[src/rtl/evdma_pkg.sv]
package evdma_pkg;
  localparam int HDR_BYTES = 13;
  localparam int IDX_W     = 8;

  typedef enum logic [1:0] {
    ST_IDLE = 2'd0,
    ST_REQ  = 2'd1,
    ST_WAIT = 2'd2,
    ST_EMIT = 2'd3
  } play_st_t;
endpackage

[src/rtl/evdma_byte_rd.sv]
module evdma_byte_rd #(
  parameter int AW = 32
) (
  input  logic          clk,
  input  logic          rst_n,
  input  logic          load,
  input  logic [AW-1:0] base,
  input  logic          fetch,
  output logic          mem_rd,
  output logic [AW-1:0] mem_addr
);
  logic [AW-1:0] ptr_q, ptr_d;
  logic          ptr_en;

  assign ptr_en = load | fetch;

  always_comb begin
    ptr_d = ptr_q;
    if (load)       ptr_d = base;
    else if (fetch) ptr_d = ptr_q + AW'(1);
  end

  always_ff @(posedge clk or negedge rst_n) begin
    if (!rst_n)      ptr_q <= '0;
    else if (ptr_en) ptr_q <= ptr_d;
  end

  assign mem_rd   = fetch;
  assign mem_addr = ptr_q;
endmodule

[src/rtl/evdma_rec_asm.sv]
module evdma_rec_asm
  import evdma_pkg::*;
#(
  parameter int MAXW = 16,
  parameter int CW   = 24,
  localparam int NW  = $clog2(MAXW + 1),
  localparam int WIX = $clog2(MAXW)
) (
  input  logic                 clk,
  input  logic                 rst_n,
  input  logic                 go,
  input  logic                 rvalid,
  input  logic [7:0]           rdata,
  input  logic                 cmd_ready,
  output logic                 busy,
  output logic                 fetch,
  output logic                 cmd_valid,
  output logic [CW-1:0]        chan,
  output logic [7:0]           addr,
  output logic [63:0]          stamp,
  output logic [NW-1:0]        nwords,
  output logic [MAXW-1:0][31:0] words
);
  play_st_t              st_q, st_d;
  logic [IDX_W-1:0]      idx_q, idx_d;
  logic [7:0]            len_q, len_d;
  logic [CW-1:0]         chan_q, chan_d;
  logic [7:0]            addr_q, addr_d;
  logic [63:0]           ts_q, ts_d;
  logic [MAXW-1:0][31:0] data_q, data_d;
  logic [IDX_W-1:0]      k;
  logic [1:0]            csel;
  logic [2:0]            tsel;
  logic [7:0]            body;

  assign k    = idx_q - IDX_W'(HDR_BYTES);
  assign csel = idx_q[1:0] - 2'd1;
  assign tsel = idx_q[2:0] - 3'd4;

  always_comb begin
    st_d   = st_q;
    idx_d  = idx_q;
    len_d  = len_q;
    chan_d = chan_q;
    addr_d = addr_q;
    ts_d   = ts_q;
    data_d = data_q;
    unique case (st_q)
      ST_IDLE: if (go) begin
        st_d  = ST_REQ;
        idx_d = '0;
      end
      ST_REQ: st_d = ST_WAIT;
      ST_WAIT: if (rvalid) begin
        if (idx_q == '0) begin
          if (rdata == 8'd0) begin
            st_d = ST_IDLE;
          end else begin
            len_d  = rdata;
            data_d = '0;
            idx_d  = IDX_W'(1);
            st_d   = ST_REQ;
          end
        end else begin
          if (idx_q < IDX_W'(4))
            chan_d[csel*8 +: 8] = rdata;
          else if (idx_q < IDX_W'(12))
            ts_d[tsel*8 +: 8] = rdata;
          else if (idx_q == IDX_W'(12))
            addr_d = rdata;
          else if (int'(k[IDX_W-1:2]) < MAXW)
            data_d[k[WIX+1:2]][k[1:0]*8 +: 8] = rdata;
          if (idx_q == IDX_W'(len_q - 8'd1)) begin
            st_d  = ST_EMIT;
            idx_d = '0;
          end else begin
            idx_d = idx_q + IDX_W'(1);
            st_d  = ST_REQ;
          end
        end
      end
      ST_EMIT: if (cmd_ready) st_d = ST_REQ;
      default: st_d = ST_IDLE;
    endcase
  end

  always_ff @(posedge clk or negedge rst_n) begin
    if (!rst_n) begin
      st_q   <= ST_IDLE;
      idx_q  <= '0;
      len_q  <= '0;
      chan_q <= '0;
      addr_q <= '0;
      ts_q   <= '0;
      data_q <= '0;
    end else begin
      st_q  <= st_d;
      idx_q <= idx_d;
      if (st_q == ST_WAIT && rvalid) begin
        len_q  <= len_d;
        chan_q <= chan_d;
        addr_q <= addr_d;
        ts_q   <= ts_d;
        data_q <= data_d;
      end
    end
  end

  assign body      = len_q - 8'd13;
  assign nwords    = body[NW+1:2];
  assign busy      = (st_q != ST_IDLE);
  assign fetch     = (st_q == ST_REQ);
  assign cmd_valid = (st_q == ST_EMIT);
  assign chan      = chan_q;
  assign addr      = addr_q;
  assign stamp     = ts_q;
  assign words     = data_q;
endmodule

[src/rtl/evdma_err_log.sv]
module evdma_err_log #(
  parameter int CW = 24
) (
  input  logic          clk,
  input  logic          rst_n,
  input  logic          hs,
  input  logic          late,
  input  logic          badch,
  input  logic [63:0]   evt_time,
  input  logic [CW-1:0] evt_chan,
  input  logic [1:0]    clr,
  output logic [1:0]    flags,
  output logic [63:0]   cap_time,
  output logic [CW-1:0] cap_chan
);
  logic [1:0]    flags_q, flags_d, hit;
  logic [63:0]   time_q;
  logic [CW-1:0] chan_q;
  logic          cap_en;

  assign hit     = {badch & hs, late & hs};
  assign flags_d = (flags_q & ~clr) | hit;
  assign cap_en  = (hit != 2'b00) && (flags_q == 2'b00);

  always_ff @(posedge clk or negedge rst_n) begin
    if (!rst_n) flags_q <= '0;
    else        flags_q <= flags_d;
  end

  always_ff @(posedge clk or negedge rst_n) begin
    if (!rst_n) begin
      time_q <= '0;
      chan_q <= '0;
    end else if (cap_en) begin
      time_q <= evt_time;
      chan_q <= evt_chan;
    end
  end

  assign flags    = flags_q;
  assign cap_time = time_q;
  assign cap_chan = chan_q;
endmodule

[src/rtl/evdma_player.sv]
module evdma_player #(
  parameter int AW         = 32,
  parameter int MAXW       = 16,
  parameter int CW         = 24,
  parameter int ALIGN_LOG2 = 7,
  localparam int NW        = $clog2(MAXW + 1)
) (
  input  logic               clk,
  input  logic               rst_n,
  input  logic [AW-1:0]      base_addr,
  input  logic [63:0]        time_ofs,
  input  logic               start,
  output logic               busy,
  input  logic [1:0]         err_clr,
  output logic [1:0]         err_flags,
  output logic [63:0]        err_time,
  output logic [CW-1:0]      err_chan,
  output logic               mem_rd,
  output logic [AW-1:0]      mem_addr,
  input  logic               mem_rvalid,
  input  logic [7:0]         mem_rdata,
  output logic               cmd_valid,
  input  logic               cmd_ready,
  output logic [CW-1:0]      cmd_chan,
  output logic [7:0]         cmd_addr,
  output logic [63:0]        cmd_time,
  output logic [NW-1:0]      cmd_nwords,
  output logic [MAXW*32-1:0] cmd_data,
  input  logic               cmd_late,
  input  logic               cmd_badch
);
  logic                  go, fetch;
  logic [63:0]           ofs_q, stamp;
  logic [MAXW-1:0][31:0] words;

  assign go = start && !busy && (base_addr[ALIGN_LOG2-1:0] == '0);

  always_ff @(posedge clk or negedge rst_n) begin
    if (!rst_n)  ofs_q <= '0;
    else if (go) ofs_q <= time_ofs;
  end

  evdma_byte_rd #(.AW(AW)) u_rd (
    .clk(clk), .rst_n(rst_n), .load(go), .base(base_addr),
    .fetch(fetch), .mem_rd(mem_rd), .mem_addr(mem_addr)
  );

  evdma_rec_asm #(.MAXW(MAXW), .CW(CW)) u_asm (
    .clk(clk), .rst_n(rst_n), .go(go), .rvalid(mem_rvalid),
    .rdata(mem_rdata), .cmd_ready(cmd_ready), .busy(busy),
    .fetch(fetch), .cmd_valid(cmd_valid), .chan(cmd_chan),
    .addr(cmd_addr), .stamp(stamp), .nwords(cmd_nwords), .words(words)
  );

  assign cmd_time = stamp + ofs_q;
  assign cmd_data = words;

  evdma_err_log #(.CW(CW)) u_err (
    .clk(clk), .rst_n(rst_n), .hs(cmd_valid && cmd_ready),
    .late(cmd_late), .badch(cmd_badch), .evt_time(cmd_time),
    .evt_chan(cmd_chan), .clr(err_clr), .flags(err_flags),
    .cap_time(err_time), .cap_chan(err_chan)
  );
endmodule

[config.mk]
export PLATFORM = sky130hd
export DESIGN_NAME = evdma_player
export DESIGN_NICKNAME = d
export VERILOG_FILES = /design/src/rtl/evdma_pkg.sv /design/src/rtl/evdma_byte_rd.sv /design/src/rtl/evdma_rec_asm.sv /design/src/rtl/evdma_err_log.sv /design/src/rtl/evdma_player.sv
export SDC_FILE = /design/constraint.sdc
export NUM_CORES = 1
export LEC_CHECK = 0
export ABC_CLOCK_PERIOD_IN_PS = 3690
export BUFFER_PORTS_ARGS = -buffer_cell sky130_fd_sc_hd__buf_2
export CORE_AREA = 2 2 329 331
export CTS_CLUSTER_SIZE = 10
export DETAILED_ROUTE_END_ITERATION = 10
export DIE_AREA = 0 0 331 333
export GPL_ROUTABILITY_DRIVEN = 0
export SLEW_MARGIN = 20
export SYNTH_ARGS = -nofsm -noshare
export SYNTH_HDL_FRONTEND = slang
export SYNTH_SLANG_ARGS = --single-unit
[constraint.sdc]
create_clock -name clk -period 3.69 [get_ports clk]
set_input_delay 0.369 -clock clk [delete_from_list [all_inputs] [get_ports clk]]
set_output_delay 0.369 -clock clk [all_outputs]
set_load 0.05 [all_outputs]
# Word level (Yosys, flattened, before mapping)
# Index checks and enable logic that the tools add are counted.
# W data, S select, Z words.
# word_totals
regBits	812
latch_bits	0
ramBits	0
mem_bits_ro	0
inputBits	113
word_cells	123
n_memories	0
# classes
n_addsub	11
multipliers	0
div_mod_pow	0
n_lt_le_gt_ge	5
n_eq_ne	13
shifts	6
n_mux	26
bitwise	10
n_reduce_logical	25
# ops
op	count
$mux W512	6
$bwmux W512	1
$demux W32 S4	1
$mux W32	3
$neg A5 Y34	2
$add A64 B64 Y64	1
$bwmux W64	1
$shift A8 B34 Y64 const A	1
$shiftx A8 B34 Y64	1
$mux W8	5
$neg A6 Y34	1
$shift A8 B34 Y24 const A	1
$shift A8 B34 Y32 const A	1
$shiftx A8 B34 Y24	1
$shiftx A8 B34 Y32	1
$add A32 B1 Y32 const B	1
$bwmux W24	1
$logic_not A8 Y1	2
$pmux W8 S2	1
$mux W2	5
$reduce_and A5 Y1	2
$reduce_bool A2 Y1	5
$add A8 B1 Y8 const B	1
$eq A8 B4 Y1 const B	1
other kinds (34)	50

# Longest topological paths before layout
# depth
word_depth	11
depth_mapped	16

# Cells and area by module
# Synthesis repeated with hierarchy kept, for this count alone.
# hier_totals
hier_cells	3137
area_unflattened_um2	36229.7
# modules_own_cells
module	instances	cells_per_inst	area_per_inst_um2	seq_area_each_um2
evdma_rec_asm	1	1876	24591.1	15665.0
evdma_player	1	850	6313.6	1601.5
evdma_err_log	1	195	3429.5	2252.2
evdma_byte_rd	1	216	1895.6	800.8

# Worst setup path after synthesis
# Ideal clock, no wire load.
# synth_timing
kind	reg2out
start	register ofs_q[9]
end	output cmd_time[59]
arrival_ns	3.290
required_ns	3.321
path_slack_ns	0.031
path_stages_with_launch	12
n_path_buf	1
cell_sequence	dfrtp_1 > ha_1 > buf_2 > nand2_1 > o21a_1 > o311a_1 > a211oi_2 > o21ai_2 > o41ai_4 > a211oi_1 > o21ai_0 > xor2_1
# synth_via
elab_chain_cells	1
# synth_lines
item	line	source
from (decl)	evdma_player.sv:33	logic [63:0] ofs_q, stamp;
from (signal assigned)	evdma_player.sv:40	else if (go) ofs_q <= time_ofs;
$add A64 B64 Y64	evdma_player.sv:55	assign cmd_time = stamp + ofs_q;
to (decl)	evdma_player.sv:26	output logic [63:0] cmd_time,
# No other way between the ends.

# Final worst setup path
# layout_timing
start	register u_asm.ts_q[8] (netlist: u_asm.stamp[8])
end	output cmd_time[59]
# layout_via
elab_chain_cells	1
# layout_lines
item	line	source
from (decl)	evdma_rec_asm.sv:29	logic [63:0] ts_q, ts_d;
from (signal assigned)	evdma_rec_asm.sv:103	ts_q <= ts_d;
$add A64 B64 Y64	evdma_player.sv:55	
# No other way between the ends.

==> results.toml <==
[synth]
synth_cell_types = 72
synth-seq-cells = 812
yosys-top-cells-area = "dfrtp_1 (57%), nand2_1 (13%), o21ai_0 (6.8%)"
synth_ff_type = "dfrtp_1"
yosysWarnings = 0
synth_cells = 3763
async_flop_share = 1.00
syn_area_mm2 = 0.0356
synth-edff-count = 0
syn_nets = 3952
synth_seq_area_share = 0.570
yosysTopAreaCell = "dfrtp_1"
synth.avg_cell_area_um2 = 9.47
synth_top_area_frac = 0.570

[floorplan]
die_w_um = 331
fp-row-count = 120
start_util = 0.334
die_h_um = 333
die_area_mm2 = 0.110
io_pins = 851
core-area_mm2 = 0.107

[timing]
rsz0062_at_grt = "yes"
final.setup_skew_ns = 0.0646
fin_ws_ns = -0.286
fin_crit_sh = 1.08
hold_viol = 0
setup_viol = 29
drv_slew = 0
worst_hold_slack_ns = 0.0935
slew_headroom = 0.380
fmax_ghz = 0.252
period_needed_ns = 3.98
tightest_slew_ns = 0.930

[worst_setup_path]
startpoint_type = "register"
worstSetupPathType = "register to output port"
crit_end = "cmd_time[59]"
arrival_ns = 3.61
cp.required_ns = 3.32
r2r_end = "u_asm.words[83]$_DFFE_PN0P_"
rr_worst_depth = 12
r2r-start = "u_asm.idx_q[1]$_DFFE_PN0P_"
crit_path_max_fanout = 4
critPathLaunch = "u_asm.stamp[8]$_DFFE_PN0P_"
worstSetupEndpointType = "output port"
worst-r2r-setup-slack_ns = 0.32

[placement]
portBuffers = 850
dp_hpwl_mm = 110
placed_area_mm2 = 0.0421

[clocking]
numCtsBuffers = 97
clock-root-buffer = "clkbuf_16"
cts_tree = "done"
clk_latency_ns = 0.70
clk_pin_slew_ns = 0.06
cts_sinks = 812
htreeDepth = 3
clockBufferDepth = 3

[global_routing]
antenna_found_initial = 23
grt_pass1_vias = 32348
gr-total-overflow = 0
grt_pass1_wl_mm = 220
grt_max_degree = 97
track_usage = 0.269

[power]
p_leak_uw = 0.0240
ir_drop_mv = 0.358
finalPower_uw = 24100
powerDensity_mw_per_mm2 = 507

[drt]
first_iter_violations = 2628
wl_mm = 152
vias = 33008
route.antenna.remaining_nets = 0
drt_first_pass_iters = 6
routed_via_density = 5.28
routedWlPerCell_um = 24.3
drc = 0

[layout]
fillers = 10367
mostFrequentLayoutCell = "nand2_1"
final_design_area_no_fill_mm2 = 0.0476
final_cell_mix = "nand2_1 (1196), dfrtp_1 (812), buf_2 (810)"
nets = 4996
drive_above_1_share = 0.284
area_growth_pct = 33.5

[status]
status = "complete, but fails checks"
violations = "setup timing"

[hold_path]
hold_class = "primary input to register"

[job]
drv_cap = 0
cell usage after synthesis (3+ instances only):
cell	count
a21boi_0	3
clkbuf_1	138
and2_1	9
nand2b_1	39
or3_1	10
o211ai_1	7
mux2_2	62
a21oi_1	107
nand4_1	40
buf_1	10
nand3_1	40
nor3b_1	4
nand2_1	1204
buf_4	11
dfrtp_1	812
xnor2_1	56
and3_1	11
buf_2	12
o22ai_1	11
and4_1	4
a211o_1	4
o31ai_1	20
o21bai_1	17
o21ai_0	484
o21ai_1	120
a22o_1	69
or3_4	10
nor3_1	35
nor4_1	10
o21a_1	12
nor2b_1	12
a2111oi_0	3
xor2_1	54
nor2_1	111
or2_2	3
ha_1	75
inv_1	37
mux2i_1	3
a21o_1	24
a31oi_1	14
a21bo_2	5
a211oi_1	10
how the worst min path moves through the flow:
stage                                          to  slack [ns]                     startpoint  depth (start not counted)
floorplan                    ofs_q[0]$_DFFE_PN0P_        0.07                          rst_n                          0
global placement    u_err.cap_chan[6]$_DFFE_PN0P_        0.45  u_err.cap_chan[6]$_DFFE_PN0P_                          2
detailed placement  u_err.cap_time[1]$_DFFE_PN0P_        0.46  u_err.cap_time[1]$_DFFE_PN0P_                          2
CTS                         ofs_q[63]$_DFFE_PN0P_        0.05                   time_ofs[63]                          3
global route                ofs_q[63]$_DFFE_PN0P_        0.06                   time_ofs[63]                          3
finish                      ofs_q[63]$_DFFE_PN0P_        0.09                   time_ofs[63]                          3
routing by layer:
metal  track usage  vias up  share of wire
li1              -    14842              -
met1         0.347    16338           0.41
met5             0        -        0.00082
met3        0.0641      372          0.079
met2         0.430     1438           0.47
met4         0.112       18          0.046
flip-flops by register name, indices dropped and copies added (netlist names), 8 cells and up:
register        count
u_asm.chan         24
u_asm.len_q         8
u_err.cap_chan     24
u_asm.words       512
u_asm.stamp        64
ofs_q              64
u_asm.addr          8
u_asm.idx_q         8
u_err.cap_time     64
u_rd.mem_addr      32
worst max-delay path, cell delays in order (launching register included):
cell      delay [ns]
dfrtp_1         0.41
ha_4            0.32
a21oi_4         0.06
o21a_1          0.20
o311a_4         0.40
a211oi_4        0.31
o21ai_4         0.13
o41ai_4         0.32
a211oi_2        0.17
o21ai_1         0.18
xor2_1          0.21
buf_4           0.23
kinds of logic after synthesis:
logic type | count (synthesis) | synth area share
adder cells (fa/ha/maj) | 76 | 0.0269
AND/OR/NAND/NOR | 1552 | 0.180
AO/OA/AOI/OAI | 938 | 0.152
buffers and inverters | 210 | 0.0237
flip-flops | 812 | 0.570
multiplexers | 65 | 0.0204
XOR/XNOR | 110 | 0.0270
through the flow:
| step | util | std cells | setup TNS [ns] | worst slack, ns |
|---|---|---|---|---|
| after floorplan | - | 3763 | 0 | 0.0314 |
| after global placement | 0.395 | 5980 | 0 | 0.0428 |
| after detailed placement | 0.395 | 5980 | 0 | 0.0139 |
| after CTS | 0.441 | 6231 | -3.44 | -0.270 |
| after global routing | 0.446 | 6246 | -8.60 | -0.430 |
| final | 0.447 | 6251 | -4.15 | -0.286 |
power by group:
group	leakage (uW)	switching (uW)	internal (uW)	total (uW)
Clock	0.00140	3890	5170	9060
Sequential	0.0112	384	9300	9680
Combinational	0.0114	4050	1360	5410
final cells by class:
cell class | instances | area (um^2) | share of cell area
Inverter | 39 | 146 | 0.00308
Timing Repair Buffer | 1116 | 6870 | 0.144
Antenna cell | 6 | 15.0 | 0.000315
Tap cell | 1403 | 1760 | 0.0369
Clock inverter | 17 | 344 | 0.00723
Sequential cell | 812 | 20300 | 0.427
Multi-Input combinational cell | 2741 | 15600 | 0.327
Clock buffer | 117 | 2560 | 0.0539
what timing repair did:
action                                  CTS  global route
hold endpoints to repair                157             0
pin swaps                                60            43
hold buffers                             93             0
setup buffers                            24            14
gates cloned                              0             0
endpoints found under the setup margin   44           106
gates resized for setup                 187            93
Power figures use the tool's default switching activity.
